--- config.mk ---
export PLATFORM = sky130hd
export DESIGN_NAME = sdlc_rx_capture
export DESIGN_NICKNAME = d
export VERILOG_FILES = /design/src/rtl/sdlc_rx_pkg.sv /design/src/rtl/sdlc_rx_framer.sv /design/src/rtl/sdlc_rx_assembler.sv /design/src/rtl/sdlc_rx_fifo.sv /design/src/rtl/sdlc_rx_capture.sv
export SDC_FILE = /design/constraint.sdc
export NUM_CORES = 1
export LEC_CHECK = 0
export BUFFER_PORTS_ARGS = -buffer_cell sky130_fd_sc_hd__buf_2
export CAP_MARGIN = 25
export CORE_UTILIZATION = 52
export CTS_CLUSTER_SIZE = 28
export DETAILED_ROUTE_END_ITERATION = 6
export GPL_TIMING_DRIVEN = 0
export PLACE_DENSITY = 0.74
export SYNTH_ARGS = -nofsm -noshare
export SYNTH_HDL_FRONTEND = slang
export SYNTH_SLANG_ARGS = --single-unit
--- constraint.sdc ---
create_clock -name clk -period 1.51 [get_ports clk]
set_input_delay 0 -clock clk [delete_from_list [all_inputs] [get_ports clk]]
set_output_delay 0 -clock clk [all_outputs]
set_load 0.01 [all_outputs]
--- src/rtl/sdlc_rx_pkg.sv ---
package sdlc_rx_pkg;
  localparam int CHAR_W = 8;
  localparam logic [CHAR_W-1:0] FLAG_PAT = 8'h7E;

  typedef struct packed {
    logic              abort;
    logic              eof;
    logic [CHAR_W-1:0] data;
  } rx_entry_t;
endpackage

--- src/rtl/sdlc_rx_framer.sv ---
// Flag hunt, abort detection and zero deletion on the raw bit stream.
module sdlc_rx_framer
  import sdlc_rx_pkg::*;
#(
  parameter int STUFF_RUN = 5,
  parameter int ABORT_RUN = 7
) (
  input  logic clk,
  input  logic rst_n,
  input  logic bit_en,
  input  logic rx_bit,
  output logic out_vld,
  output logic out_bit,
  output logic flag_evt,
  output logic abort_evt
);
  localparam int WIN_W = CHAR_W - 1;
  localparam int CNT_W = $clog2(WIN_W + 1);
  localparam int RUN_W = $clog2(ABORT_RUN + 1);
  localparam logic [CNT_W-1:0] WIN_FULL  = CNT_W'(WIN_W);
  localparam logic [RUN_W-1:0] RUN_SAT   = RUN_W'(ABORT_RUN);
  localparam logic [RUN_W-1:0] STUFF_LIM = RUN_W'(STUFF_RUN);
  localparam logic [RUN_W-1:0] ABORT_LIM = RUN_W'(ABORT_RUN - 1);

  logic [WIN_W-1:0]  win_q, win_d;
  logic [CNT_W-1:0]  cnt_q, cnt_d;
  logic              frm_q, frm_d;
  logic [RUN_W-1:0]  raw_q, raw_d;
  logic [RUN_W-1:0]  stf_q, stf_d;
  logic [CHAR_W-1:0] win_shift;
  logic              win_full, flag_hit, abort_hit, exit_bit, stuffed;

  // decode of the seven held bits plus the arriving one
  always_comb begin
    win_shift = {rx_bit, win_q};
    win_full  = (cnt_q == WIN_FULL);
    flag_hit  = bit_en && win_full && (win_shift == FLAG_PAT);
    abort_hit = bit_en && frm_q && rx_bit && (raw_q >= ABORT_LIM);
    exit_bit  = bit_en && frm_q && win_full && !flag_hit && !abort_hit;
    stuffed   = !win_q[0] && (stf_q == STUFF_LIM);
    out_vld   = exit_bit && !stuffed;
    out_bit   = win_q[0];
    flag_evt  = flag_hit;
    abort_evt = abort_hit && win_full;
  end

  always_comb begin
    win_d = win_q;
    cnt_d = cnt_q;
    frm_d = frm_q;
    raw_d = raw_q;
    stf_d = stf_q;
    if (bit_en) begin
      win_d = win_shift[CHAR_W-1:1];
      raw_d = rx_bit ? ((raw_q == RUN_SAT) ? raw_q : raw_q + 1'b1) : '0;
      if (flag_hit) begin
        cnt_d = '0;
        frm_d = 1'b1;
        stf_d = '0;
      end else begin
        cnt_d = win_full ? cnt_q : cnt_q + 1'b1;
        if (abort_hit) begin
          frm_d = 1'b0;
          stf_d = '0;
        end else if (exit_bit) begin
          stf_d = win_q[0] ? ((stf_q == RUN_SAT) ? stf_q : stf_q + 1'b1) : '0;
        end
      end
    end
  end

  always_ff @(posedge clk or negedge rst_n) begin
    if (!rst_n) begin
      win_q <= '0;
      cnt_q <= '0;
      frm_q <= 1'b0;
      raw_q <= '0;
      stf_q <= '0;
    end else if (bit_en) begin
      win_q <= win_d;
      cnt_q <= cnt_d;
      frm_q <= frm_d;
      raw_q <= raw_d;
      stf_q <= stf_d;
    end
  end

  // a flag always ends in a zero on the line
  assert_flag_ends_low_R2: assert property (@(posedge clk) disable iff (!rst_n)
    flag_evt |-> !rx_bit);
  // an abort event is only raised on a strobed one
  assert_abort_on_one_R8: assert property (@(posedge clk) disable iff (!rst_n)
    abort_evt |-> (bit_en && rx_bit));
endmodule

--- src/rtl/sdlc_rx_assembler.sv ---
// Two-bit holding stage, octet packing and closing-flag tail handling.
module sdlc_rx_assembler
  import sdlc_rx_pkg::*;
(
  input  logic      clk,
  input  logic      rst_n,
  input  logic      sdlc_mode,
  input  logic      in_vld,
  input  logic      in_bit,
  input  logic      flag_evt,
  input  logic      abort_evt,
  output logic      wr_en,
  output rx_entry_t wr_entry
);
  localparam int TAIL = 2;
  localparam int BC_W = $clog2(CHAR_W);
  localparam int DC_W = $clog2(TAIL + 1);
  localparam logic [BC_W-1:0] BC_LAST   = BC_W'(CHAR_W - 1);
  localparam logic [DC_W-1:0] TAIL_FULL = DC_W'(TAIL);

  logic [TAIL-1:0]   dly_q, dly_d;
  logic [DC_W-1:0]   dcnt_q, dcnt_d;
  logic [CHAR_W-1:0] sh_q, sh_d;
  logic [BC_W-1:0]   bcnt_q, bcnt_d;
  logic              busy_q, busy_d;
  logic              step;

  assign step = flag_evt || abort_evt || in_vld;

  always_comb begin
    dly_d    = dly_q;
    dcnt_d   = dcnt_q;
    sh_d     = sh_q;
    bcnt_d   = bcnt_q;
    busy_d   = busy_q;
    wr_en    = 1'b0;
    wr_entry = '0;
    if (flag_evt || abort_evt) begin
      if (flag_evt && busy_q) begin
        wr_en        = 1'b1;
        wr_entry.eof = 1'b1;
        wr_entry.data = sdlc_mode ? {dly_q, sh_q[CHAR_W-1:TAIL]}
                                  : {{TAIL{1'b0}}, sh_q[CHAR_W-1:TAIL]};
      end else if (abort_evt) begin
        wr_en          = 1'b1;
        wr_entry.abort = 1'b1;
      end
      dly_d  = '0;
      dcnt_d = '0;
      sh_d   = '0;
      bcnt_d = '0;
      busy_d = 1'b0;
    end else if (in_vld) begin
      busy_d = 1'b1;
      dly_d  = {in_bit, dly_q[TAIL-1:1]};
      if (dcnt_q != TAIL_FULL) begin
        dcnt_d = dcnt_q + 1'b1;
      end else begin
        sh_d = {dly_q[0], sh_q[CHAR_W-1:1]};
        if (bcnt_q == BC_LAST) begin
          wr_en         = 1'b1;
          wr_entry.data = sh_d;
          bcnt_d        = '0;
        end else begin
          bcnt_d = bcnt_q + 1'b1;
        end
      end
    end
  end

  always_ff @(posedge clk or negedge rst_n) begin
    if (!rst_n) begin
      dly_q  <= '0;
      dcnt_q <= '0;
      sh_q   <= '0;
      bcnt_q <= '0;
      busy_q <= 1'b0;
    end else if (step) begin
      dly_q  <= dly_d;
      dcnt_q <= dcnt_d;
      sh_q   <= sh_d;
      bcnt_q <= bcnt_d;
      busy_q <= busy_d;
    end
  end

  // end-of-frame entries come only from a closing flag of the framer
  assert_eof_from_flag_R5: assert property (@(posedge clk) disable iff (!rst_n)
    (wr_en && wr_entry.eof) |-> flag_evt);
  // in generic mode the truncated tail leaves the two top bits clear
  assert_generic_tail_R6: assert property (@(posedge clk) disable iff (!rst_n)
    (wr_en && wr_entry.eof && !sdlc_mode) |-> (wr_entry.data[CHAR_W-1 -: TAIL] == '0));
  // a flag leaves the packing path empty for the next frame
  assert_clear_after_flag_R7: assert property (@(posedge clk) disable iff (!rst_n)
    flag_evt |=> (bcnt_q == '0 && dcnt_q == '0 && !busy_q));
endmodule

--- src/rtl/sdlc_rx_fifo.sv ---
// Receive queue of tagged octets with overrun pulse.
module sdlc_rx_fifo
  import sdlc_rx_pkg::*;
#(
  parameter int DEPTH = 4
) (
  input  logic      clk,
  input  logic      rst_n,
  input  logic      wr_en,
  input  rx_entry_t wr_entry,
  input  logic      rd_en,
  output logic      rd_valid,
  output rx_entry_t rd_entry,
  output logic      overrun
);
  localparam int AW = (DEPTH > 1) ? $clog2(DEPTH) : 1;
  localparam int CW = $clog2(DEPTH + 1);
  localparam logic [AW-1:0] PTR_LAST = AW'(DEPTH - 1);
  localparam logic [CW-1:0] CNT_MAX  = CW'(DEPTH);

  rx_entry_t       mem_q [DEPTH];
  logic [AW-1:0]   wp_q, wp_d, rp_q, rp_d;
  logic [CW-1:0]   cnt_q, cnt_d;
  logic            ovr_q, ovr_d;
  logic            full, do_wr, do_rd;

  always_comb begin
    full     = (cnt_q == CNT_MAX);
    rd_valid = (cnt_q != '0);
    do_wr    = wr_en && !full;
    do_rd    = rd_en && rd_valid;
    rd_entry = mem_q[rp_q];
    wp_d     = do_wr ? ((wp_q == PTR_LAST) ? '0 : wp_q + 1'b1) : wp_q;
    rp_d     = do_rd ? ((rp_q == PTR_LAST) ? '0 : rp_q + 1'b1) : rp_q;
    cnt_d    = cnt_q + CW'(do_wr) - CW'(do_rd);
    ovr_d    = wr_en && full;
  end

  always_ff @(posedge clk) begin
    if (do_wr) mem_q[wp_q] <= wr_entry;
  end

  always_ff @(posedge clk or negedge rst_n) begin
    if (!rst_n) begin
      wp_q  <= '0;
      rp_q  <= '0;
      cnt_q <= '0;
      ovr_q <= 1'b0;
    end else begin
      wp_q  <= wp_d;
      rp_q  <= rp_d;
      cnt_q <= cnt_d;
      ovr_q <= ovr_d;
    end
  end

  assign overrun = ovr_q;

  assert_no_overflow_R10: assert property (@(posedge clk) disable iff (!rst_n)
    cnt_q <= CNT_MAX);
  // a dropped write leaves the queue still holding data
  assert_overrun_nonempty_R11: assert property (@(posedge clk) disable iff (!rst_n)
    overrun |-> rd_valid);
endmodule

--- src/rtl/sdlc_rx_capture.sv ---
module sdlc_rx_capture
  import sdlc_rx_pkg::*;
#(
  parameter int FIFO_DEPTH = 4,
  parameter int STUFF_RUN  = 5,
  parameter int ABORT_RUN  = 7
) (
  input  logic              clk,
  input  logic              rst_n,
  input  logic              bit_en,
  input  logic              rx_bit,
  input  logic              sdlc_mode,
  input  logic              rd_en,
  output logic              rd_valid,
  output logic [CHAR_W-1:0] rd_data,
  output logic              rd_eof,
  output logic              rd_abort,
  output logic              overrun
);
  logic [1:0] rst_sync_q;
  logic       rst_n_i;
  logic       f_vld, f_bit, f_flag, f_abort;
  logic       a_wr;
  rx_entry_t  a_entry, q_head;

  // asynchronous assertion, synchronous release
  always_ff @(posedge clk or negedge rst_n) begin
    if (!rst_n) rst_sync_q <= '0;
    else        rst_sync_q <= {rst_sync_q[0], 1'b1};
  end
  assign rst_n_i = rst_sync_q[1];

  sdlc_rx_framer #(.STUFF_RUN(STUFF_RUN), .ABORT_RUN(ABORT_RUN)) i_framer (
    .clk(clk), .rst_n(rst_n_i), .bit_en(bit_en), .rx_bit(rx_bit),
    .out_vld(f_vld), .out_bit(f_bit), .flag_evt(f_flag), .abort_evt(f_abort)
  );

  sdlc_rx_assembler i_assembler (
    .clk(clk), .rst_n(rst_n_i), .sdlc_mode(sdlc_mode),
    .in_vld(f_vld), .in_bit(f_bit), .flag_evt(f_flag), .abort_evt(f_abort),
    .wr_en(a_wr), .wr_entry(a_entry)
  );

  sdlc_rx_fifo #(.DEPTH(FIFO_DEPTH)) i_fifo (
    .clk(clk), .rst_n(rst_n_i), .wr_en(a_wr), .wr_entry(a_entry),
    .rd_en(rd_en), .rd_valid(rd_valid), .rd_entry(q_head), .overrun(overrun)
  );

  assign rd_data  = q_head.data;
  assign rd_eof   = q_head.eof;
  assign rd_abort = q_head.abort;
endmodule

* Word level (Yosys, flattened, before mapping)
Memories as Yosys holds them, arrays and structs flattened. Cells that the tools add are included.
Storage, ports and cells: bits in latches 0, memories kept 1, memory bits (writable) 40, output and inout port bits 12, ROM bits 0, logic and storage cells 117, register bits after elaboration 43, bits of input ports 6
Memory list:
- i_fifo.mem_q | words 4, bits a word 10, read ports 1, clocked after memory_dff 0, write ports 1, RTL line sdlc_rx_fifo.sv:21 | rx_entry_t mem_q [DEPTH];
Cells by class: bitwise gates (word level) 0, div/mod/pow operators 0, shift operators 0, order comparisons 1, reduce and logical (&&, ||, !) cells 34, eq/ne operators 14, $mul 0, muxes and demuxes 43, add/sub/neg operators 9
Operators by type and width (number):
- $mux W8 | 8
- $mux W3 | 13
- $eq A3 B3 Y1 const B | 6
- $mux W2 | 8
- $logic_and A1 B1 Y1 | 15
- $mux W1 | 13
- $add A3 B1 Y3 const B | 4
- $mux W9 | 1
- $reduce_and A3 Y1 | 3
- $eq A8 B7 Y1 const B | 1
- $reduce_and A2 Y1 | 4
- $add A2 B1 Y2 const B | 3
- $reduce_bool A2 Y1 | 3
- $reduce_bool A3 Y1 | 2
- $logic_not A1 Y1 | 5
- $eq A2 B2 Y1 const B | 2
- $ne A2 B1 Y1 const B | 2
- $ne A2 B2 Y1 const B | 2
- $ne A4 B3 Y1 const B | 1
- $add A3 B1 Y3 | 1
- $ge A3 B3 Y1 const B | 1
- $sub A3 B1 Y3 | 1
- $logic_or A1 B1 Y1 | 2

* Logic depth before layout (Yosys ltp)
Gate-level depths: netlist (run 1).
depth after elaboration 12, mapped depth 9, gate-level depth less buffers 9

* Hierarchy
Synthesis (run 1) repeated with hierarchy kept, for this count alone.
Unflattened totals: cells, all modules 234, area, all modules 3676.0 sq um
By module, submodules not included:
- sdlc_rx_fifo | area each 1950.6 sq um, cells an instance 97, instances 1, seq. area each 1401.3 sq um
- sdlc_rx_framer | area each 899.6 sq um, cells an instance 72, instances 1, seq. area each 425.4 sq um
- sdlc_rx_assembler | area each 772.0 sq um, cells an instance 62, instances 1, seq. area each 375.4 sq um
- sdlc_rx_capture | area each 53.8 sq um, cells an instance 3, instances 1, seq. area each 50.0 sq um

* Worst setup path after synthesis (run 1)
OpenSTA, ideal clock, no wires.
kind register to register, start point reg i_framer.cnt_q[0], end point reg i_fifo.cnt_q[2], path buffers 0, slack -990 ps, arrival time 2378 ps, stages on the path, launching flop included 10, data required time 1387 ps, cells stage by stage dfrtp_1 -> ha_1 -> ha_1 -> nand2_1 -> nor3_4 -> nor4_4 -> o31a_4 -> ha_1 -> fa_1 -> xnor2_1
On the way: word-level cells in the longest chain between the ends 12, elaborated cells on any way between the ends 18
RTL lines:
- from (decl) | RTL line sdlc_rx_framer.sv:26 | logic [CNT_W-1:0] cnt_q, cnt_d;
- from (signal assigned) | RTL line sdlc_rx_framer.sv:81 | cnt_q <= cnt_d;
- $eq A3 B3 Y1 (*) | RTL line sdlc_rx_framer.sv:36 | win_full = (cnt_q == WIN_FULL);
- $logic_and A1 B1 Y1 (2 in series) | RTL line sdlc_rx_framer.sv:37 | flag_hit = bit_en && win_full && (win_shift == FLAG_PAT);
- $logic_not A1 Y1 | RTL line sdlc_rx_framer.sv:39 | exit_bit = bit_en && frm_q && win_full && !flag_hit && !abort_hit;
- $logic_and A1 B1 Y1 (2 in series) | RTL line sdlc_rx_framer.sv:39
- $logic_and A1 B1 Y1 | RTL line sdlc_rx_framer.sv:41 | out_vld = exit_bit && !stuffed;
- $mux W1 | RTL line sdlc_rx_assembler.sv:53 | end else if (in_vld) begin
- $mux W1 (*) | RTL line sdlc_rx_assembler.sv:38 | if (flag_evt || abort_evt) begin
- $logic_and A1 B1 Y1 (*) | RTL line sdlc_rx_fifo.sv:30 | do_wr = wr_en && !full;
- $add A3 B1 Y3 (*) | RTL line sdlc_rx_fifo.sv:35 | cnt_d = cnt_q + CW'(do_wr) - CW'(do_rd);
- $sub A3 B1 Y3 (*) | RTL line sdlc_rx_fifo.sv:35
- via i_fifo.cnt_d[2] | RTL line sdlc_rx_fifo.sv:23 | logic [CW-1:0] cnt_q, cnt_d;
- to (signal assigned) | RTL line sdlc_rx_fifo.sv:52 | cnt_q <= cnt_d;
- to (decl) | RTL line sdlc_rx_fifo.sv:23
The timed path passes the listed nets; every way through them passes the cells marked *. A chain may end at the register's enable or synchronous reset.

* Worst setup path after layout (run 1)
start point reg i_framer.cnt_q[0], end point mem i_fifo.mem_q[1][0] in the netlist's numbering, enable pin
On the way: word-level cells in the longest chain between the ends 12, elaborated cells on any way between the ends 18
RTL lines:
- $eq A3 B3 Y1 (*) | RTL line sdlc_rx_framer.sv:36
- $logic_and A1 B1 Y1 (2 in series) | RTL line sdlc_rx_framer.sv:37
- $logic_not A1 Y1 | RTL line sdlc_rx_framer.sv:39
- $logic_and A1 B1 Y1 (2 in series) | RTL line sdlc_rx_framer.sv:39
- $logic_and A1 B1 Y1 | RTL line sdlc_rx_framer.sv:41
- $mux W1 | RTL line sdlc_rx_assembler.sv:53
- $mux W1 (*) | RTL line sdlc_rx_assembler.sv:38
- $logic_and A1 B1 Y1 (*) | RTL line sdlc_rx_fifo.sv:30
- $mux W1 (*) | RTL line sdlc_rx_fifo.sv:40 | if (do_wr) mem_q[wp_q] <= wr_entry;
- $mux W1 (not written as such) (*) | RTL line sdlc_rx_fifo.sv:40
- to (decl) | RTL line sdlc_rx_fifo.sv:21
Every way passes the cells marked *; elsewhere a longest branch is shown, timed or not.

==> flow_metrics.py, run 1 <==
metrics = {
    "pwr": {
        "clock_power_share": 0.271,
        "p_switching_uw": 1790,
        "swShare": 0.281,
        "p_int_uw": 4590,
        "power_density_nw_per_um2": 1410,
        "combPwrFrac": 0.279,
        "p_leak_uw": 0.00186,
        "p_seq_frac": 0.450,
        "vdd_drop_max_mv": 0.651,
    },
    "die": {
        "die_h_um": 85.3,
        "dieArea_um2": 7270,
        "io_pins": 18,
        "rows": 29,
        "core_area_um2": 6530,
        "initial_utilization": 0.552,
        "die_w_um": 85.3,
    },
    "placement": {
        "io_buffers": 16,
        "dp_hpwl_um": 3940,
        "gp_congestion": 0.749,
    },
    "clocking": {
        "root_buffer": "clkbuf_8",
        "cts-htree-levels": 3,
        "clk_pin_slew_ps": 90,
        "cts_tree": "yes",
        "insertion_delay_ps": 350,
        "clock_sinks": 82,
        "cts_made_buffers": 9,
        "clk_path_buf_depth": 2,
    },
    "timing": {
        "setup_tns_ps": -48880,
        "fmax_mhz": 448,
        "relSlewSlack": 0.407,
        "setup_violations": 114,
        "fin_ws_ps": -720,
        "rsz0062_at_grt": "true",
        "worst_pin_slew_ps": 890,
        "period_share": 1.48,
        "finalHoldViolCount": 0,
        "finalMaxSlewViolations": 0,
        "skew_ps": 9.23,
        "period_minus_slack_ps": 2230,
    },
    "cells_and_area": {
        "fin_nets": 332,
        "syn2layout_area_growth_pct": 25.3,
        "drive_above_1_share": 0.361,
        "fin_util": 0.692,
        "fillers": 434,
        "antennaDiodeCount": 0,
        "final_cell_mix": "dfrtp_1 (40), edfxtp_1 (40), nand2_1 (33)",
    },
    "yosys": {
        "yosysWarnings": 0,
        "netlist_area_um2": 3600,
        "ys_ff_latch": 82,
        "syn_area_per_cell_um2": 14.1,
        "syn_nets": 279,
        "synth_edf_count": 40,
        "synth_seq_area_share": 0.625,
        "yosysUniqueCellTypes": 38,
        "synth_ff_type": "dfrtp_1",
        "syn_inst": 255,
        "synth-async-reset-ratio": 0.512,
    },
    "route": {
        "via_count": 2235,
        "remaining_drc_errors": 0,
        "vias_per_cell": 5.73,
        "drt-initial-drc-count": 194,
        "wl_um": 6930,
        "wl_per_cell_um": 17.8,
        "drt_first_pass_iters": 4,
        "drt.antenna.violating_nets": 0,
    },
    "critical_path": {
        "cp-startpoint": "i_framer.cnt_q[0]$_DFFE_PN0P_",
        "critPathMaxFanout": 5,
        "worstSetupEndpointType": "flip-flop",
        "r2r_setup_slack_ps": -720,
        "arrival_ps": 2290,
        "start_kind": "flip-flop",
        "crit_type": "reg -> reg",
        "r2r_start": "i_framer.cnt_q[0]$_DFFE_PN0P_",
        "critPathRequiredTime_ps": 1570,
    },
    "status": {
        "status": "finished with violations",
        "violations": "setup timing",
    },
    "global_routing": {
        "gr-total-overflow": 0,
        "grt_max_degree": 41,
        "antenna_found_initial": 0,
        "grt_pass1_vias": 2224,
        "grt_pass1_wl_um": 11300,
        "track_usage": 0.209,
    },
    "min_path": {
        "hold_path_class": "in -> reg",
        "hp-start": "rd_en",
    },
    "run": {
        "maxCapViolCount": 0,
    },
}
[sequential cells by signal, summed over array words and instances (netlist names)]
signal	flops
i_assembler.busy_q	1
i_framer.raw_q	3
i_framer.win_q	7
i_assembler.bcnt_q	3
i_fifo.overrun	1
i_framer.frm_q	1
i_fifo.wp_q	2
rst_sync_q	2
i_fifo.cnt_q	3
i_fifo.rp_q	2
i_assembler.dcnt_q	2
i_framer.stf_q	3
i_assembler.sh_q	7
i_framer.cnt_q	3
i_assembler.dly_q	2
i_fifo.mem_q	40
[Yosys cell counts, types with 2 or more instances]
master	number	area [um2]
dfrtp_1	42	1050
edfxtp_1	40	1200
nand2_1	34	128
ha_1	17	213
inv_1	15	56.3
o21ai_0	15	75.1
a22o_1	12	105
mux2_2	10	113
mux4_2	10	225
nor2_1	8	30.0
clkbuf_1	5	18.8
nor3_1	5	25.0
and2_1	4	25.0
a21o_1	3	22.5
a22oi_1	3	22.5
a32o_1	2	20.0
buf_2	2	10.0
mux2i_1	2	20.0
nand3_1	2	10.0
nand4_1	2	12.5
nor2b_1	2	12.5
nor4_1	2	12.5
o21bai_1	2	15.0
o22ai_1	2	12.5
[worst max-delay path, stage by stage (launching register included)]
cell	delay, ps
dfrtp_1	400
ha_4	160
ha_4	180
nand2_4	70
buf_4	140
nor4_4	330
o31a_4	230
buf_4	120
buf_4	120
and2_4	200
[logic make-up (layout without fill, tap and decap cells)]
logic type | Yosys count | count (layout) | share of synthesized area
DFF | 82 | 82 | 0.625
and+or+nand+nor | 65 | 69 | 0.0958
muxes | 22 | 22 | 0.0993
other | 1 | 1 | 0.00104
AOI/OAI and AO/OA | 42 | 42 | 0.0840
adders and majority gates | 18 | 18 | 0.0646
xor gates and xnor gates | 2 | 2 | 0.00486
buffers and inverters | 23 | 77 | 0.0257
[final cells by class]
cell class,count,area (um2),share of cell area
inverters,15,56.3,0.0125
flip-flops and latches,82,2250,0.499
plain buffers,8,72.6,0.0161
clock inverters,6,90.1,0.0199
well taps,77,96.3,0.0213
multi-input cells,154,1470,0.326
clock buffers,10,128,0.0283
repair buffers,38,347,0.0767
[timing repair]
action,in CTS,in global routing
cloned,5,1
pin swaps,5,4
endpoints found under the hold margin,6,0
setup buffers,16,2
gates resized for setup,37,19
setup endpoints to repair,113,117
hold buffers,3,0
[metal layers]
| metal | share of wire | GRT usage |
|---|---|---|
| met5 | 0 | 0 |
| met4 | 0.017 | 0.0924 |
| met3 | 0.047 | 0.0370 |
| met2 | 0.50 | 0.341 |
| met1 | 0.44 | 0.277 |
[power by group through the flow]
stage / clock network, uW / registers, uW / logic, uW
after floorplan: 0 / 2830 / 982
after global placement: 0 / 2880 / 1210
after detailed placement: 0 / 2900 / 1270
after CTS: 1750 / 2850 / 1680
after global routing: 1830 / 2910 / 1970
final: 1730 / 2880 / 1780
[stage by stage]
step,std cells,hold WS (ps),total power [uW],setup WS [ps],area (um2)
finish,390,37.0,6380,-720,4520
global route,390,68.0,6710,-809,4520
CTS,388,33.4,6280,-715,4420
detailed placement,348,-214,4170,-976,3840
global placement,348,-215,4090,-942,3840
floorplan,255,-296,3810,-709,3660
[final timing paths]
| path | endpoint | depth (start not counted) |
|---|---|---|
| setup / recovery | i_fifo.mem_q[1][0]$_DFFE_PP_ | 9 |
| hold / removal | i_fifo.rp_q[0]$_DFFE_PN0P_ | 3 |
| setup reg to reg | i_fifo.mem_q[1][0]$_DFFE_PP_ | 9 |
| hold reg to reg | rst_sync_q[1]$_DFF_PN0_ | 0 |
| max in group asynchronous | i_fifo.rp_q[0]$_DFFE_PN0P_ | 0 |
| min in group asynchronous | i_fifo.rp_q[1]$_DFFE_PN0P_ | 0 |
No activity file was read; power rests on OpenSTA's default activity.
==> run 2, diff against run 1 <==
--- a/config.mk
+++ b/config.mk
@@ -5,6 +5,7 @@
 export SDC_FILE = /design/constraint.sdc
 export NUM_CORES = 1
 export LEC_CHECK = 0
+export ABC_AREA = 1
 export BUFFER_PORTS_ARGS = -buffer_cell sky130_fd_sc_hd__buf_2
 export CAP_MARGIN = 25
 export CORE_UTILIZATION = 52
==> flow_metrics.py, run 2 <==
metrics = {
    "yosys": {
        "synth-async-reset-ratio": 0.512,
        "ys_ff_latch": 82,
        "synth_edf_count": 40,
        "yosysUniqueCellTypes": 33,
        "synth_ff_type": "dfrtp_1",
        "syn_area_per_cell_um2": 10.4,
        "syn_inst": 367,
        "synth.top_cell.area_share": 0.315,
        "yosysMostFrequentCell": "nand2_1",
        "syn_nets": 391,
        "ys_top_cells_by_area": "edfxtp_1 (31%), dfrtp_1 (28%), nand2_1 (6.7%)",
        "yosys.area.top_type": "edfxtp_1",
        "yosysWarnings": 0,
        "synth_common_cells": "nand2_1 (68), dfrtp_1 (42), edfxtp_1 (40), nor2_1 (40), o21ai_0 (40)",
        "netlist_area_um2": 3820,
        "synth_seq_area_share": 0.590,
    },
    "pwr": {
        "p_int_uw": 4880,
        "combPwrFrac": 0.378,
        "p_switching_uw": 2720,
        "power_uw": 7600,
        "p_leak_uw": 0.00219,
        "vdd_drop_max_mv": 0.673,
        "clock_power_share": 0.232,
        "p_seq_frac": 0.390,
        "power_density_nw_per_um2": 1490,
        "swShare": 0.358,
    },
    "cells_and_area": {
        "fillers": 426,
        "antennaDiodeCount": 0,
        "top_regs": "i_fifo.mem_q: 40 flops, i_assembler.sh_q: 7 flops, i_framer.win_q: 7 flops",
        "syn2layout_area_growth_pct": 33.5,
        "regMostFlops": "i_fifo.mem_q",
        "final_common_cell": "nand2_1",
        "largest_reg_flops": 40,
        "ff_latch_area_um2": 2250,
        "fin_nets": 462,
        "drive_above_1_share": 0.377,
        "fin_util": 0.734,
        "multi_input_area_um2": 1670,
        "final_cell_mix": "nand2_1 (59), dfrtp_1 (40), edfxtp_1 (40)",
    },
    "route": {
        "wl_met3_um": 254,
        "wl_met2_um": 4810,
        "drt_first_pass_iters": 4,
        "wl_met1_um": 3650,
        "routed.top_layer": "met4",
        "drt-initial-drc-count": 182,
        "via_count": 2846,
        "wl_um": 8890,
        "remaining_drc_errors": 0,
        "drt.antenna.violating_nets": 0,
        "vias_per_cell": 5.28,
        "wl_per_cell_um": 16.5,
    },
    "die": {
        "die_h_um": 87.7,
        "dieArea_um2": 7690,
        "io_pins": 18,
        "initial_utilization": 0.550,
        "core_area_um2": 6940,
        "die_w_um": 87.7,
        "rows": 30,
    },
    "timing": {
        "relSlewSlack": 0.387,
        "period_share": 1.40,
        "period_minus_slack_ps": 2110,
        "setup_tns_ps": -46440,
        "finalHoldViolCount": 0,
        "worst_pin_slew_ps": 920,
        "finalMaxSlewViolations": 0,
        "skew_ps": 10.8,
        "fmax_mhz": 473,
        "rsz0062_at_grt": "true",
        "fin_ws_ps": -603,
        "setup_violations": 104,
    },
    "clocking": {
        "clk_path_buf_depth": 2,
        "clock_sinks": 82,
        "cts-htree-levels": 3,
        "cts_made_buffers": 9,
        "cts_tree": "yes",
        "clk_pin_slew_ps": 80,
        "insertion_delay_ps": 360,
        "root_buffer": "clkbuf_8",
    },
    "run": {
        "maxCapViolCount": 0,
    },
    "critical_path": {
        "crit_type": "reg -> reg",
        "worstSetupEndpointType": "flip-flop",
        "arrival_ps": 2360,
        "critPathRequiredTime_ps": 1760,
        "start_kind": "flip-flop",
        "critPathMaxFanout": 5,
        "r2r_cells": 13,
    },
    "status": {
        "status": "finished with violations",
        "violations": "setup timing",
    },
    "placement": {
        "dp_slack_ps": -1010,
        "dp_hpwl_um": 4720,
        "gp_congestion": 0.753,
        "io_buffers": 17,
    },
    "min_path": {
        "hold_path_class": "in -> reg",
        "hold_depth": 3,
    },
    "global_routing": {
        "antenna_found_initial": 0,
        "grt_max_degree": 41,
        "track_usage": 0.227,
        "grt_pass1_wl_um": 12900,
        "grt_pass1_vias": 2726,
        "gr-total-overflow": 0,
    },
}
run 2: kinds of logic (layout without fill, tap and decap cells):
group / after synthesis / after routing / share of synthesized area
flops: 82 / 82 / 0.590
other cells: 1 / 1 / 0.000982
compound gates: 70 / 70 / 0.108
simple gates: 144 / 144 / 0.187
xor+xnor: 1 / 1 / 0.00229
buf+inv: 51 / 127 / 0.0511
fa+ha+maj: 18 / 18 / 0.0609
run 2: cell type report:
cell class	instances	area share
plain buffers	6	0.0128
repair buffers	61	0.113
well taps	96	0.0236
clock buffers	10	0.0250
flip-flops and latches	82	0.442
clock inverters	6	0.0179
multi-input cells	234	0.328
inverters	44	0.0373
run 2: critical path, stage by stage, from the launching register on:
cell and delay [ps]:
dfrtp_1 400, ha_2 200, ha_4 190, nand2_4 70
inv_4 30, nand3_4 90, nor2_4 70, nor2_4 130
nand2_4 90, nand2_8 90, inv_4 40, ha_4 150
fa_2 330, xnor2_1 130
run 2: final timing paths:
check | slack, ps | end | start
setup / recovery | -600 | i_fifo.cnt_q[2]$_DFF_PN0_ | i_framer.cnt_q[1]$_DFFE_PN0P_
hold / removal | 60 | i_framer.raw_q[1]$_DFFE_PN0P_ | rx_bit
setup reg to reg | -600 | i_fifo.cnt_q[2]$_DFF_PN0_ | i_framer.cnt_q[1]$_DFFE_PN0P_
hold reg to reg | 350 | rst_sync_q[1]$_DFF_PN0_ | rst_sync_q[0]$_DFF_PN0_
max in group asynchronous | 490 | i_fifo.rp_q[0]$_DFFE_PN0P_ | rst_sync_q[1]$_DFF_PN0_
min in group asynchronous | 410 | i_fifo.cnt_q[1]$_DFF_PN0_ | rst_sync_q[1]$_DFF_PN0_
run 2: per-layer routing:
metal / GRT usage / up-vias
met5: 0 / -
li1: - / 1371
met2: 0.400 / 67
met3: 0.0537 / 13
met1: 0.266 / 1395
met4: 0.0999 / 0
run 2: power groups by stage:
stage | Clock (uW) | Combinational, uW | Sequential [uW]
after floorplan | 0 | 1520 | 2900
after global placement | 0 | 1980 | 2940
after detailed placement | 0 | 2050 | 2970
after CTS | 1760 | 2280 | 2940
after global routing | 1870 | 3170 | 3000
final | 1770 | 2870 | 2960
run 2: what timing repair did:
action,in CTS,in global routing
resized for setup,63,75
endpoints found under the setup margin,117,113
hold buffers,3,0
cloned,1,1
buffers inserted,28,16
hold endpoints to repair,5,0
pin swaps,17,28
run 2: metrics by stage:
stage               instances  hold WS (ps)  cell area (um2)
finish                    539          57.6             5100
global route              539          83.6             5100
CTS                       527          49.0             4790
detailed placement        480          -211             4070
global placement          480          -215             4070
floorplan                 367          -296             3860
==> run 3, diff against run 2 <==
--- a/config.mk
+++ b/config.mk
@@ -8,11 +8,12 @@
 export ABC_AREA = 1
 export BUFFER_PORTS_ARGS = -buffer_cell sky130_fd_sc_hd__buf_2
 export CAP_MARGIN = 25
-export CORE_UTILIZATION = 52
+export CORE_UTILIZATION = 40
 export CTS_CLUSTER_SIZE = 28
 export DETAILED_ROUTE_END_ITERATION = 6
 export GPL_TIMING_DRIVEN = 0
-export PLACE_DENSITY = 0.74
+export PLACE_DENSITY = 0.61
+export RECOVER_POWER = 50
 export SYNTH_ARGS = -nofsm -noshare
 export SYNTH_HDL_FRONTEND = slang
 export SYNTH_SLANG_ARGS = --single-unit
==> flow_metrics.py, run 3 (same netlist as run 2, synthesis figures left out) <==
metrics = {
    "cells_and_area": {
        "largest_reg_flops": 40,
        "fin_nets": 456,
        "antennaDiodeCount": 0,
        "syn2layout_area_growth_pct": 29.3,
        "final_common_cell": "nand2_1",
        "top_regs": "i_fifo.mem_q: 40 flops, i_assembler.sh_q: 7 flops, i_framer.win_q: 7 flops",
        "fin_cells": 566,
        "drive_above_1_share": 0.330,
        "final_cell_mix": "nand2_1 (61), dfrtp_1 (40), edfxtp_1 (40)",
        "regMostFlops": "i_fifo.mem_q",
    },
    "timing": {
        "finalHoldViolCount": 0,
        "skew_ps": 11.5,
        "finalMaxSlewViolations": 0,
        "worst_pin_slew_ps": 878,
        "rsz0062_at_grt": "true",
        "fmax_mhz": 477,
        "relSlewSlack": 0.414,
        "period_share": 1.39,
        "setup_violations": 103,
        "period_minus_slack_ps": 2100,
        "hold_ws_ps": 52.2,
        "fin_ws_ps": -585,
        "setup_tns_ps": -40540,
    },
    "die": {
        "dieArea_um2": 9940,
        "rows": 35,
        "core_area_um2": 9240,
        "die_w_um": 99.7,
        "die_h_um": 99.7,
        "io_pins": 18,
        "initial_utilization": 0.413,
    },
    "critical_path": {
        "crit_type": "reg -> reg",
        "critical_path.cell_chain": "ha_4 > ha_4 > nand2_4 > inv_4 > nand3_4 > nor2_4 > nor2_4 > nand2_4 > nand2_8 > inv_4 > ha_4 > fa_2 > xnor2_1",
        "cpLargestDelayFamily": "adder cells",
        "worstSetupEndpointType": "flip-flop",
        "start_kind": "flip-flop",
        "critPathMaxFanout": 5,
        "critPathRequiredTime_ps": 1740,
        "critPathMaxStageDelay_ps": 410,
        "arrival_ps": 2330,
        "cp_common_cell": "ha_4",
        "path_buf_inv": 2,
        "slowest_stage": "dfrtp_1",
    },
    "pwr": {
        "p_leak_uw": 0.00213,
        "power_density_nw_per_um2": 1450,
        "clock_power_share": 0.245,
        "p_int_uw": 4680,
        "p_switching_uw": 2460,
        "p_seq_frac": 0.409,
        "swShare": 0.345,
        "vdd_drop_max_mv": 0.703,
        "combPwrFrac": 0.346,
    },
    "clocking": {
        "cts_tree": "yes",
        "cts-htree-levels": 3,
        "insertion_delay_ps": 350,
        "clk_path_buf_depth": 2,
        "root_buffer": "clkbuf_8",
        "cts_made_buffers": 9,
        "clk_pin_slew_ps": 80,
        "clock_sinks": 82,
    },
    "route": {
        "wl_per_cell_um": 13.5,
        "wl_um": 7620,
        "drt_first_pass_iters": 4,
        "via_count": 2713,
        "drt.antenna.violating_nets": 0,
        "drt-initial-drc-count": 94,
        "remaining_drc_errors": 0,
        "vias_per_cell": 4.79,
    },
    "global_routing": {
        "gr-total-overflow": 0,
        "grt_max_degree": 34,
        "grt_pass1_wl_um": 12600,
        "track_usage": 0.167,
        "grt_pass1_vias": 2681,
        "antenna_found_initial": 0,
    },
    "placement": {
        "gp_congestion": 0.733,
        "placedCellCount": 514,
        "dp_hpwl_um": 4720,
        "io_buffers": 17,
    },
    "status": {
        "violations": "setup timing",
        "status": "finished with violations",
    },
    "run": {
        "maxCapViolCount": 0,
    },
    "min_path": {
        "hold_path_class": "in -> reg",
    },
}
run 3: tightest hold or removal path: cells and delay by family:
family	cells	cell delay [ps]
AO/OA/AOI/OAI	2	240
buffers and inverters	1	130
run 3: area by class of cell:
class | count | area (um2)
plain buffers | 7 | 68.8
clock inverters | 6 | 90.1
multi-input cells | 234 | 1580
flip-flops and latches | 82 | 2250
fillers | 811 | 4300
well taps | 129 | 161
inverters | 44 | 188
clock buffers | 10 | 128
repair buffers | 54 | 470
run 3: stage by stage:
stage	instance area (um2)	setup WS [ps]	util	total power (uW)
after floorplan	3860	-600	-	4420
after global placement	4110	-879	0.444	4950
after detailed placement	4130	-919	0.447	5050
after CTS	4780	-604	0.517	7000
after global routing	4940	-642	0.534	7620
final	4940	-585	0.534	7140
run 3: power groups by stage:
stage               clock network, uW  registers (uW)  logic, uW
floorplan                           0            2900       1520
global placement                    0            2940       2010
detailed placement                  0            2940       2110
CTS                              1800            2900       2300
global route                     1880            2970       2770
finish                           1750            2920       2470
run 3: what timing repair did:
action | in CTS | in global routing
buffers inserted | 22 | 15
hold buffers | 3 | 0
gates cloned | 1 | 0
pin swaps | 12 | 14
resized for setup | 51 | 35
endpoints found under the hold margin | 5 | 0
setup endpoints to repair | 115 | 113
run 3: per-layer routing:
| layer | vias up | global-route usage | wire (um) |
|---|---|---|---|
| li1 | 1356 | - | - |
| met1 | 1300 | 0.195 | 3350 |
| met2 | 41 | 0.298 | 3920 |
| met3 | 16 | 0.0281 | 176 |
| met4 | 0 | 0.0769 | 175 |
| met5 | - | 0 | 0 |
run 3: final timing paths:
check                      slack [ps]                       endpoint                           from  cells after the start
min                                50  i_framer.raw_q[1]$_DFFE_PN0P_                         rx_bit                      3
max in group asynchronous         330  i_framer.raw_q[2]$_DFFE_PN0P_        rst_sync_q[1]$_DFF_PN0_                      1
min in group asynchronous          90      i_fifo.cnt_q[1]$_DFF_PN0_        rst_sync_q[1]$_DFF_PN0_                      0
max reg2reg                      -590      i_fifo.cnt_q[2]$_DFF_PN0_  i_framer.cnt_q[1]$_DFFE_PN0P_                     13
max                              -590      i_fifo.cnt_q[2]$_DFF_PN0_  i_framer.cnt_q[1]$_DFFE_PN0P_                     13
min reg2reg                        90      i_fifo.cnt_q[1]$_DFF_PN0_        rst_sync_q[1]$_DFF_PN0_                      0
